--- config.mk ---
export PLATFORM = sky130hd
export DESIGN_NAME = agu_indexed
export DESIGN_NICKNAME = d
export VERILOG_FILES = /design/src/rtl/agu_pkg.sv /design/src/rtl/agu_offset_sel.sv /design/src/rtl/agu_addsub.sv /design/src/rtl/agu_mode_route.sv /design/src/rtl/agu_indexed.sv
export SDC_FILE = /design/constraint.sdc
export NUM_CORES = 1
export LEC_CHECK = 0
export BUFFER_PORTS_ARGS = -buffer_cell sky130_fd_sc_hd__buf_2
export CAP_MARGIN = 20
export CORE_MARGIN = 2
export CORE_UTILIZATION = 50
export CTS_CLUSTER_SIZE = 8
export DETAILED_ROUTE_END_ITERATION = 8
export MAX_ROUTING_LAYER = met4
export PLACE_DENSITY = 0.78
export SLEW_MARGIN = 15
export SYNTH_ARGS = -nofsm -noshare
export SYNTH_HDL_FRONTEND = slang
export SYNTH_SLANG_ARGS = --single-unit
--- constraint.sdc ---
create_clock -name clk -period 0.8 [get_ports clk]
set_input_delay 0.12 -clock clk [delete_from_list [all_inputs] [get_ports clk]]
set_output_delay 0.12 -clock clk [all_outputs]
set_load 0.005 [all_outputs]
--- src/rtl/agu_pkg.sv ---
package agu_pkg;
   typedef enum logic [1:0] {
      MODE_PLAIN = 2'd0,
      MODE_PRE   = 2'd1,
      MODE_POST  = 2'd2,
      MODE_RSVD  = 2'd3
   } agu_mode_e;

   typedef enum logic [1:0] {
      OFS_IMM    = 2'd0,
      OFS_REG    = 2'd1,
      OFS_REGSHL = 2'd2,
      OFS_RSVD   = 2'd3
   } agu_src_e;
endpackage

--- src/rtl/agu_offset_sel.sv ---
module agu_offset_sel #(
   parameter int ADDR_W  = 32,
   parameter int IMM_W   = 12,
   parameter int SHAMT_W = 5
) (
   input  logic [IMM_W-1:0]   imm_i,
   input  logic [ADDR_W-1:0]  index_i,
   input  logic [SHAMT_W-1:0] shamt_i,
   input  logic [1:0]         src_i,
   output logic [ADDR_W-1:0]  offset_o
);
   import agu_pkg::*;

   localparam int PAD_W = ADDR_W - IMM_W;

   generate
      if (IMM_W > ADDR_W) begin : g_bad_imm
         $error("IMM_W must not exceed ADDR_W");
      end
      if (SHAMT_W != $clog2(ADDR_W)) begin : g_bad_shamt
         $error("SHAMT_W must equal clog2(ADDR_W)");
      end
   endgenerate

   // Logarithmic shifter: stage k moves the value by 2**k when shamt bit k is set.
   logic [ADDR_W-1:0] stage [SHAMT_W+1];
   assign stage[0] = index_i;

   genvar k;
   generate
      for (k = 0; k < SHAMT_W; k++) begin : g_shl
         localparam int DIST = 1 << k;
         assign stage[k+1] = shamt_i[k] ? {stage[k][ADDR_W-1-DIST:0], {DIST{1'b0}}}
                                        : stage[k];
      end
   endgenerate

   logic [ADDR_W-1:0] imm_ext;
   generate
      if (PAD_W > 0) begin : g_pad
         assign imm_ext = {{PAD_W{1'b0}}, imm_i};
      end else begin : g_nopad
         assign imm_ext = imm_i[ADDR_W-1:0];
      end
   endgenerate

   always_comb begin
      unique case (agu_src_e'(src_i))
         OFS_REG:    offset_o = index_i;
         OFS_REGSHL: offset_o = stage[SHAMT_W];
         default:    offset_o = imm_ext;
      endcase
   end
endmodule

--- src/rtl/agu_addsub.sv ---
module agu_addsub #(
   parameter int ADDR_W = 32
) (
   input  logic [ADDR_W-1:0] base_i,
   input  logic [ADDR_W-1:0] offset_i,
   input  logic              sub_i,
   output logic [ADDR_W-1:0] sum_o
);
   generate
      if (ADDR_W < 2) begin : g_bad_w
         $error("ADDR_W too small");
      end
   endgenerate

   // Single adder: subtract as base + ~offset + 1. The carry out is dropped, so the result wraps.
   logic [ADDR_W-1:0] operand;
   logic [ADDR_W:0]   full;
   assign operand = sub_i ? ~offset_i : offset_i;
   assign full    = {1'b0, base_i} + {1'b0, operand} + {{ADDR_W{1'b0}}, sub_i};
   assign sum_o   = full[ADDR_W-1:0];
endmodule

--- src/rtl/agu_mode_route.sv ---
module agu_mode_route #(
   parameter int ADDR_W = 32
) (
   input  logic [1:0]        mode_i,
   input  logic [ADDR_W-1:0] base_i,
   input  logic [ADDR_W-1:0] sum_i,
   output logic [ADDR_W-1:0] ea_o,
   output logic [ADDR_W-1:0] nb_o,
   output logic              wb_o
);
   import agu_pkg::*;

   always_comb begin
      unique case (agu_mode_e'(mode_i))
         MODE_PRE: begin
            ea_o = sum_i;
            nb_o = sum_i;
            wb_o = 1'b1;
         end
         MODE_POST: begin
            ea_o = base_i;
            nb_o = sum_i;
            wb_o = 1'b1;
         end
         default: begin
            ea_o = sum_i;
            nb_o = base_i;
            wb_o = 1'b0;
         end
      endcase
   end
endmodule

--- src/rtl/agu_indexed.sv ---
module agu_indexed #(
   parameter int ADDR_W  = 32,
   parameter int IMM_W   = 12,
   parameter int SHAMT_W = 5,
   parameter bit OUT_REG = 1'b1
) (
   input  logic               clk,
   input  logic               rst_n,
   input  logic [ADDR_W-1:0]  base_i,
   input  logic [IMM_W-1:0]   imm_i,
   input  logic [ADDR_W-1:0]  index_i,
   input  logic [SHAMT_W-1:0] shamt_i,
   input  logic [1:0]         src_sel_i,
   input  logic [1:0]         mode_i,
   input  logic               sub_i,
   output logic [ADDR_W-1:0]  ea_o,
   output logic [ADDR_W-1:0]  new_base_o,
   output logic               wb_en_o
);
   import agu_pkg::*;

   logic [ADDR_W-1:0] offset, sum, ea_c, nb_c;
   logic              wb_c;

   agu_offset_sel #(.ADDR_W(ADDR_W), .IMM_W(IMM_W), .SHAMT_W(SHAMT_W)) u_ofs (
      .imm_i(imm_i), .index_i(index_i), .shamt_i(shamt_i),
      .src_i(src_sel_i), .offset_o(offset)
   );

   agu_addsub #(.ADDR_W(ADDR_W)) u_add (
      .base_i(base_i), .offset_i(offset), .sub_i(sub_i), .sum_o(sum)
   );

   agu_mode_route #(.ADDR_W(ADDR_W)) u_route (
      .mode_i(mode_i), .base_i(base_i), .sum_i(sum),
      .ea_o(ea_c), .nb_o(nb_c), .wb_o(wb_c)
   );

   generate
      if (OUT_REG) begin : g_reg
         always_ff @(posedge clk or negedge rst_n) begin
            if (!rst_n) begin
               ea_o       <= '0;
               new_base_o <= '0;
               wb_en_o    <= 1'b0;
            end else begin
               ea_o       <= ea_c;
               new_base_o <= nb_c;
               wb_en_o    <= wb_c;
            end
         end

         assert_plain_no_wb_R1: assert property (@(posedge clk) disable iff (!rst_n)
            ($past(rst_n) && ($past(mode_i) == MODE_PLAIN || $past(mode_i) == MODE_RSVD))
               |-> (!wb_en_o && new_base_o == $past(base_i)));
         assert_pre_same_R2: assert property (@(posedge clk) disable iff (!rst_n)
            ($past(rst_n) && $past(mode_i) == MODE_PRE) |-> (wb_en_o && ea_o == new_base_o));
         assert_post_base_R3: assert property (@(posedge clk) disable iff (!rst_n)
            ($past(rst_n) && $past(mode_i) == MODE_POST) |-> (wb_en_o && ea_o == $past(base_i)));
         assert_latency_R10: assert property (@(posedge clk) disable iff (!rst_n)
            ($past(rst_n) && $stable(base_i) && $stable(imm_i) && $stable(index_i) &&
             $stable(shamt_i) && $stable(src_sel_i) && $stable(mode_i) && $stable(sub_i))
               |=> $stable(ea_o));
      end else begin : g_comb
         assign ea_o       = ea_c;
         assign new_base_o = nb_c;
         assign wb_en_o    = wb_c;

         assert_plain_no_wb_R1: assert property (@(posedge clk) disable iff (!rst_n)
            (mode_i == MODE_PLAIN || mode_i == MODE_RSVD) |-> (!wb_en_o && new_base_o == base_i));
         assert_pre_same_R2: assert property (@(posedge clk) disable iff (!rst_n)
            (mode_i == MODE_PRE) |-> (wb_en_o && ea_o == new_base_o));
         assert_post_base_R3: assert property (@(posedge clk) disable iff (!rst_n)
            (mode_i == MODE_POST) |-> (wb_en_o && ea_o == base_i));
      end
   endgenerate
endmodule

# [Word level (Yosys, flattened, before mapping)]
# Cells that the tools add are included.
[totals] inputBits=88 word_cells=21 ff_bits=65
[op_classes] n_eq_ne=4 n_reduce_logical=1 mux=10 add_sub_neg=2 n_bitwise=1
[op_table] operator="two-way mux 32 bit" count=8
[op_table] operator="one-hot mux 32 bit (2 select lines)" count=1
[op_table] operator="adder 32 x 1 -> 32 bit" count=1
[op_table] operator="adder 32 bit" count=1
[op_table] operator="inverter 32 bit" count=1
[op_table] operator="== test 2 x 1 -> 1 bit (second input constant)" count=2
[op_table] operator="== test 2 bit (second input constant)" count=2
[op_table] operator="OR reduction 2 bit" count=1
[op_table] operator="two-way mux 1 bit" count=1

# [Longest topological paths before layout]
[logic_depth] word_depth=11 ltp_mapped=21 mapped_depth_nobuf=18

# [Modules after synthesis]
# From an unflattened synthesis, not the netlist that was laid out.
[hier_totals] hier_cells=715 area_unflattened_um2=7312.0
[modules_own_cells] mod="agu_offset_sel" area_per_inst_um2=2503.7 seq_area_each_um2=0.0 n_inst=1 cells_per_inst=298
[modules_own_cells] mod="agu_addsub" area_per_inst_um2=2103.3 seq_area_each_um2=0.0 n_inst=1 cells_per_inst=277
[modules_own_cells] mod="agu_indexed" area_per_inst_um2=1626.6 seq_area_each_um2=1626.6 n_inst=1 cells_per_inst=65
[modules_own_cells] mod="agu_mode_route" area_per_inst_um2=1078.5 seq_area_each_um2=0.0 n_inst=1 cells_per_inst=75

# [Least setup slack after synthesis]
# OpenSTA, ideal clock, no wires.
[synth_timing] kind="input to register" startpoint="input shamt_i[1]" endpoint="register ea_o[31]" setup_slack_ns=-3.142 stages=20 required_time_ns=0.731 setup_time_ns=0.069 n_path_buf=4 arrival_ns=3.872 path_cell_list="buf_2 buf_1 buf_2 nor2_1 mux2_2 mux2i_1 nor2_1 a21oi_1 nor2_1 xor2_1 ha_1 clkbuf_1 nand2_1 o21ai_0 nor2_1 a21oi_1 a31oi_2 o2111a_1 or4_1 nand3_1"
[synth_via] elab_chain_cells=10
[synth_rtl] item="start, declared" line="agu_indexed.sv:12" rtl="input logic [SHAMT_W-1:0] shamt_i,"
[synth_rtl] item="two-way mux 32 bit (*) (4 in a row)" line="agu_offset_sel.sv:33" rtl="assign stage[k+1] = shamt_i[k] ? {stage[k][ADDR_W-1-DIST:0], {DIST{1'b0}}}"
[synth_rtl] item="one-hot mux 32 bit (2 select lines) (*)" line="agu_offset_sel.sv:48" rtl="unique case (agu_src_e'(src_i))"
[synth_rtl] item="inverter 32 bit" line="agu_addsub.sv:18" rtl="assign operand = sub_i ? ~offset_i : offset_i;"
[synth_rtl] item="two-way mux 32 bit (*)" line="agu_addsub.sv:18"
[synth_rtl] item="adder 32 bit (*)" line="agu_addsub.sv:19" rtl="assign full = {1'b0, base_i} + {1'b0, operand} + {{ADDR_W{1'b0}}, sub_i};"
[synth_rtl] item="adder 32 x 1 -> 32 bit (*)" line="agu_addsub.sv:19"
[synth_rtl] item="two-way mux 32 bit (*)" line="agu_mode_route.sv:14" rtl="unique case (agu_mode_e'(mode_i))"
[synth_rtl] item="net ea_c[31]" line="agu_indexed.sv:22" rtl="logic [ADDR_W-1:0] offset, sum, ea_c, nb_c;"
[synth_rtl] item="end signal, assigned" line="agu_indexed.sv:43" rtl="ea_o <= '0;"
[synth_rtl] item="end signal, assigned" line="agu_indexed.sv:47" rtl="ea_o <= ea_c;"
[synth_rtl] item="end, declared" line="agu_indexed.sv:16" rtl="output logic [ADDR_W-1:0] ea_o,"
# Mark *: on every way through the listed nets, which the timed path passes. The rest lies on a longest branch.

# [Worst setup path after layout]
[layout_timing] startpoint="input shamt_i[0]" endpoint="register new_base_o[29]"
[layout_via] elab_chain_cells=11
[layout_rtl] item="two-way mux 32 bit (*) (5 in a row)" line="agu_offset_sel.sv:33"
[layout_rtl] item="one-hot mux 32 bit (2 select lines) (*)" line="agu_offset_sel.sv:48"
[layout_rtl] item="inverter 32 bit" line="agu_addsub.sv:18"
[layout_rtl] item="two-way mux 32 bit (*)" line="agu_addsub.sv:18"
[layout_rtl] item="adder 32 bit (*)" line="agu_addsub.sv:19"
[layout_rtl] item="adder 32 x 1 -> 32 bit (*)" line="agu_addsub.sv:19"
[layout_rtl] item="two-way mux 32 bit (*)" line="agu_mode_route.sv:14"
[layout_rtl] item="net nb_c[29]" line="agu_indexed.sv:22"
[layout_rtl] item="end signal, assigned" line="agu_indexed.sv:48" rtl="new_base_o <= nb_c;"
[layout_rtl] item="end, declared" line="agu_indexed.sv:17" rtl="output logic [ADDR_W-1:0] new_base_o,"
# Marks and branches as above.

==> flow_metrics.py <==
metrics = {
    "clock_tree": {
        "clock_tree.buffer_depth": 2,
        "clockRootBuffer": "sky130_fd_sc_hd__clkbuf_16",
        "clock_sinks": 65,
        "tritoncts": "yes",
        "cts_htree_levels": 3,
        "cts_bufs_inserted": 9,
        "clk_pin_slew_ps": 60,
    },
    "global_routing": {
        "grt_start_max_net_pins": 66,
        "grt.total_usage_pct": 36.7,
        "grt_pass1_vias": 7440,
        "antenna_found_initial": 0,
        "grt-ovfl-total": 0,
        "grt_first_pass_wirelength_mm": 37.5,
    },
    "outcome": {
        "violations": "setup timing",
        "status": "finished with violations",
    },
    "finish": {
        "design.final.nets": 1231,
        "fraction_of_layout_cells_with_a_size_suffix_above_1_pct": 57.4,
        "n_antenna_cell": 0,
        "final_util_pct": 85.4,
        "fillers": 644,
        "multi_input_comb_area_sq_um": 5510,
        "register_area_sq_um": 1630,
        "finalNonFillerCells": 1284,
        "flow.area_growth_from_synthesis_pct": 68.6,
    },
    "job": {
        "maxCapViolations": 0,
    },
    "die": {
        "floorplan.core_area_sq_um": 12500,
        "ioPinCount": 153,
        "die_footprint_sq_um": 13600,
        "initial_utilization_pct": 50.6,
        "placement_row_count": 41,
        "die_x_um": 117,
        "die_height_um": 117,
    },
    "synth": {
        "post_synth_inst_count": 733,
        "yosys-mux-area-fraction_pct": 17.8,
        "synth_top_family_by_area": "compound AO/OA/AOI/OAI gates",
        "synthDistinctLibCells": 62,
        "most_used_standard_cells_in_the_synthesized_netlist": "112 x sky130_fd_sc_hd__nand2_1, 84 x sky130_fd_sc_hd__o21ai_0, 65 x sky130_fd_sc_hd__dfrtp_1",
        "synth_simple_gate_area_share_pct": 15.0,
        "yosys_register_bits": 65,
        "yosys_most_used_dff": "sky130_fd_sc_hd__dfrtp_1",
        "yosys.area_share.adder_pct": 7.22,
        "synth-edff-count": 0,
        "post-synth-top-count-cell": "sky130_fd_sc_hd__nand2_1",
        "yosys.area.top_type": "sky130_fd_sc_hd__dfrtp_1",
        "mappedNetlistNets": 857,
        "area_fraction_in_compound_gates_after_synthesis_pct": 22.0,
        "synthTopCellsByArea": "sky130_fd_sc_hd__dfrtp_1 26%, sky130_fd_sc_hd__mux4_2 7.8%, sky130_fd_sc_hd__ha_1 6.9%",
        "post_synth_xor_area_fraction_pct": 8.29,
        "seq_area_frac_synth_pct": 25.7,
        "post_synth_instance_area_sq_um": 6340,
        "synth.avg_cell_area_sq_um": 8.65,
        "yosys_warning_count": 0,
        "ys_async_sr_fraction_pct": 100,
        "synthDominantCellAreaShare_pct": 25.7,
    },
    "power": {
        "ir_drop_mv": 1.24,
        "power.share.switching_pct": 38.6,
        "power.density_cell_area_nw_per_um2": 1850,
        "power_after_layout_mw": 19.8,
        "leakagePower_nw": 5.01,
        "cell_internal_pwr_mw": 12.1,
        "power.net_switching_mw": 7.65,
        "combinational_fraction_of_design_power_pct": 57.5,
        "pwr-share-seq_pct": 22.3,
        "power_frac_clock_pct": 20.2,
    },
    "detailed_routing": {
        "drc": 0,
        "drt_pass1_iterations": 8,
        "drtIter0Drc": 968,
        "post_drt_via_cell_ratio": 6.32,
        "postRouteAntennaNets": 0,
        "drt-wirelength-per-cell_um": 22.7,
        "detailroute.via_count": 8118,
        "routed_wl_mm": 29.1,
    },
    "worst_setup_path": {
        "critPathRequiredTime_ps": 1030,
        "slowest_library_cell_on_the_worst_path": "sky130_fd_sc_hd__mux4_2",
        "timing.critical_path.from": "shamt_i[0]",
        "cp_num_buf_inv": 4,
        "timing.critical_path.to_type": "register",
        "cpLargestDelayFamily": "compound AO/OA/AOI/OAI gates",
        "max_stage_delay_ps": 530,
        "worst_endpoint_data_arrival_time_ps": 3960,
        "cp-endpoint": "new_base_o[29]$_DFF_PN0_",
        "crit_fanout": 5,
        "timing.critical_path.cells": "buf_12, buf_6, mux4_2, mux2_4, mux2_4, a22oi_2, o21ai_1, xor2_1, ha_1, a21oi_2, inv_2, buf_6, a31oi_4, a21oi_4, a31oi_4, o21ai_4, nor3b_1, nor3_1",
        "cp.depth": 18,
        "startpoint_type": "input port",
        "critPathKind": "in2reg",
    },
    "timing": {
        "worst_slew_pin_slew_ps": 386,
        "achievable-frequency_mhz": 269,
        "period_needed_ps": 3720,
        "layout_worst_path_cycle_share_pct": 465,
        "rsz0062_at_grt": "yes",
        "final-setup-viol-count": 129,
        "hold_violations": 0,
        "final_critical_path_setup_slack_ps": -2920,
        "report.final.slew_viol_count": 0,
        "setup_tns_ps": -165310,
        "max-slew-margin-rel_pct": 73.5,
    },
    "place": {
        "placed_cells_incl_taps": 1225,
        "buffer_ports.inserted": 152,
        "detailed_place_hpwl_mm": 17.4,
        "finalWeightedCongestion": 1.09,
    },
    "worst_hold_path": {
        "worstHoldPathType": "in2reg",
    },
}
sequential cells by signal, indices dropped and copies added, names as in the netlist:
register,flops
ea_o,32
new_base_o,32
wb_en_o,1
cells by family after synthesis:
logic type / after synthesis
compound gates: 220
simple gates: 209
mux: 79
flops: 65
buf+inv: 64
xor+xnor: 60
fa+ha+maj: 36
metal layers:
layer  up-vias  track usage, %  wire length, um
met5         -               -                0
met4         0            18.5             1940
met3       185            4.36             2970
met2       680            61.8            13900
met1      3811            43.4            10400
li1       3442               -                -
through the flow:
stage                     hold WS (ps)  worst slack (ps)  area [sq um]
final                             36.4             -2920         10700
after global routing              48.0             -2960         10700
after CTS                         31.2             -2640          9950
after detailed placement           148             -3290          8940
after global placement             148             -3210          8940
after floorplan                   -176             -2840          6500
repair_timing:
action	in CTS	in global routing
pin swaps	90	84
buffers inserted	24	27
endpoints found under the setup margin	129	129
hold endpoints to repair	65	0
gates cloned	1	0
hold buffers	1	0
resized for setup	147	137
power groups by stage:
stage | registers [mW] | logic (mW) | clock network (mW)
floorplan | 4.57 | 4.13 | 0
finish | 4.41 | 11.4 | 4.00
detailed placement | 4.42 | 8.11 | 0
global route | 4.48 | 11.9 | 4.13
CTS | 4.38 | 9.28 | 3.92
global placement | 4.40 | 7.94 | 0
worst min-delay path by stage:
stage	depth (start not counted)	startpoint	slack (ps)	end
after global routing	3	base_i[27]	50	ea_o[27]$_DFF_PN0_
after floorplan	0	rst_n	-180	ea_o[0]$_DFF_PN0_
after global placement	2	rst_n	150	new_base_o[8]$_DFF_PN0_
after detailed placement	2	rst_n	150	new_base_o[8]$_DFF_PN0_
after CTS	3	base_i[27]	30	ea_o[27]$_DFF_PN0_
final	3	base_i[23]	40	ea_o[23]$_DFF_PN0_
layout by cell type (no fill, tap or decap), drive strengths merged, types with 12 or more instances in the layout:
master  count
buf       408
clkbuf     12
nand3      13
mux4       24
xnor2      18
a22oi      23
inv        14
dfrtp      65
ha         35
o21ai      84
xor2       42
nor2       32
mux2       26
nand2     113
a21oi      44
mux2i      29
a21o       17
area by class of cell:
class / count / area share [%]
Clock buffer: 11 / 2.27
Sequential cell: 65 / 15.2
Tap cell: 172 / 2.01
Multi-Input combinational cell: 604 / 51.5
Timing Repair Buffer: 410 / 27.8
Inverter: 17 / 0.632
Clock inverter: 5 / 0.515
No activity file was read; power rests on OpenSTA's default activity.
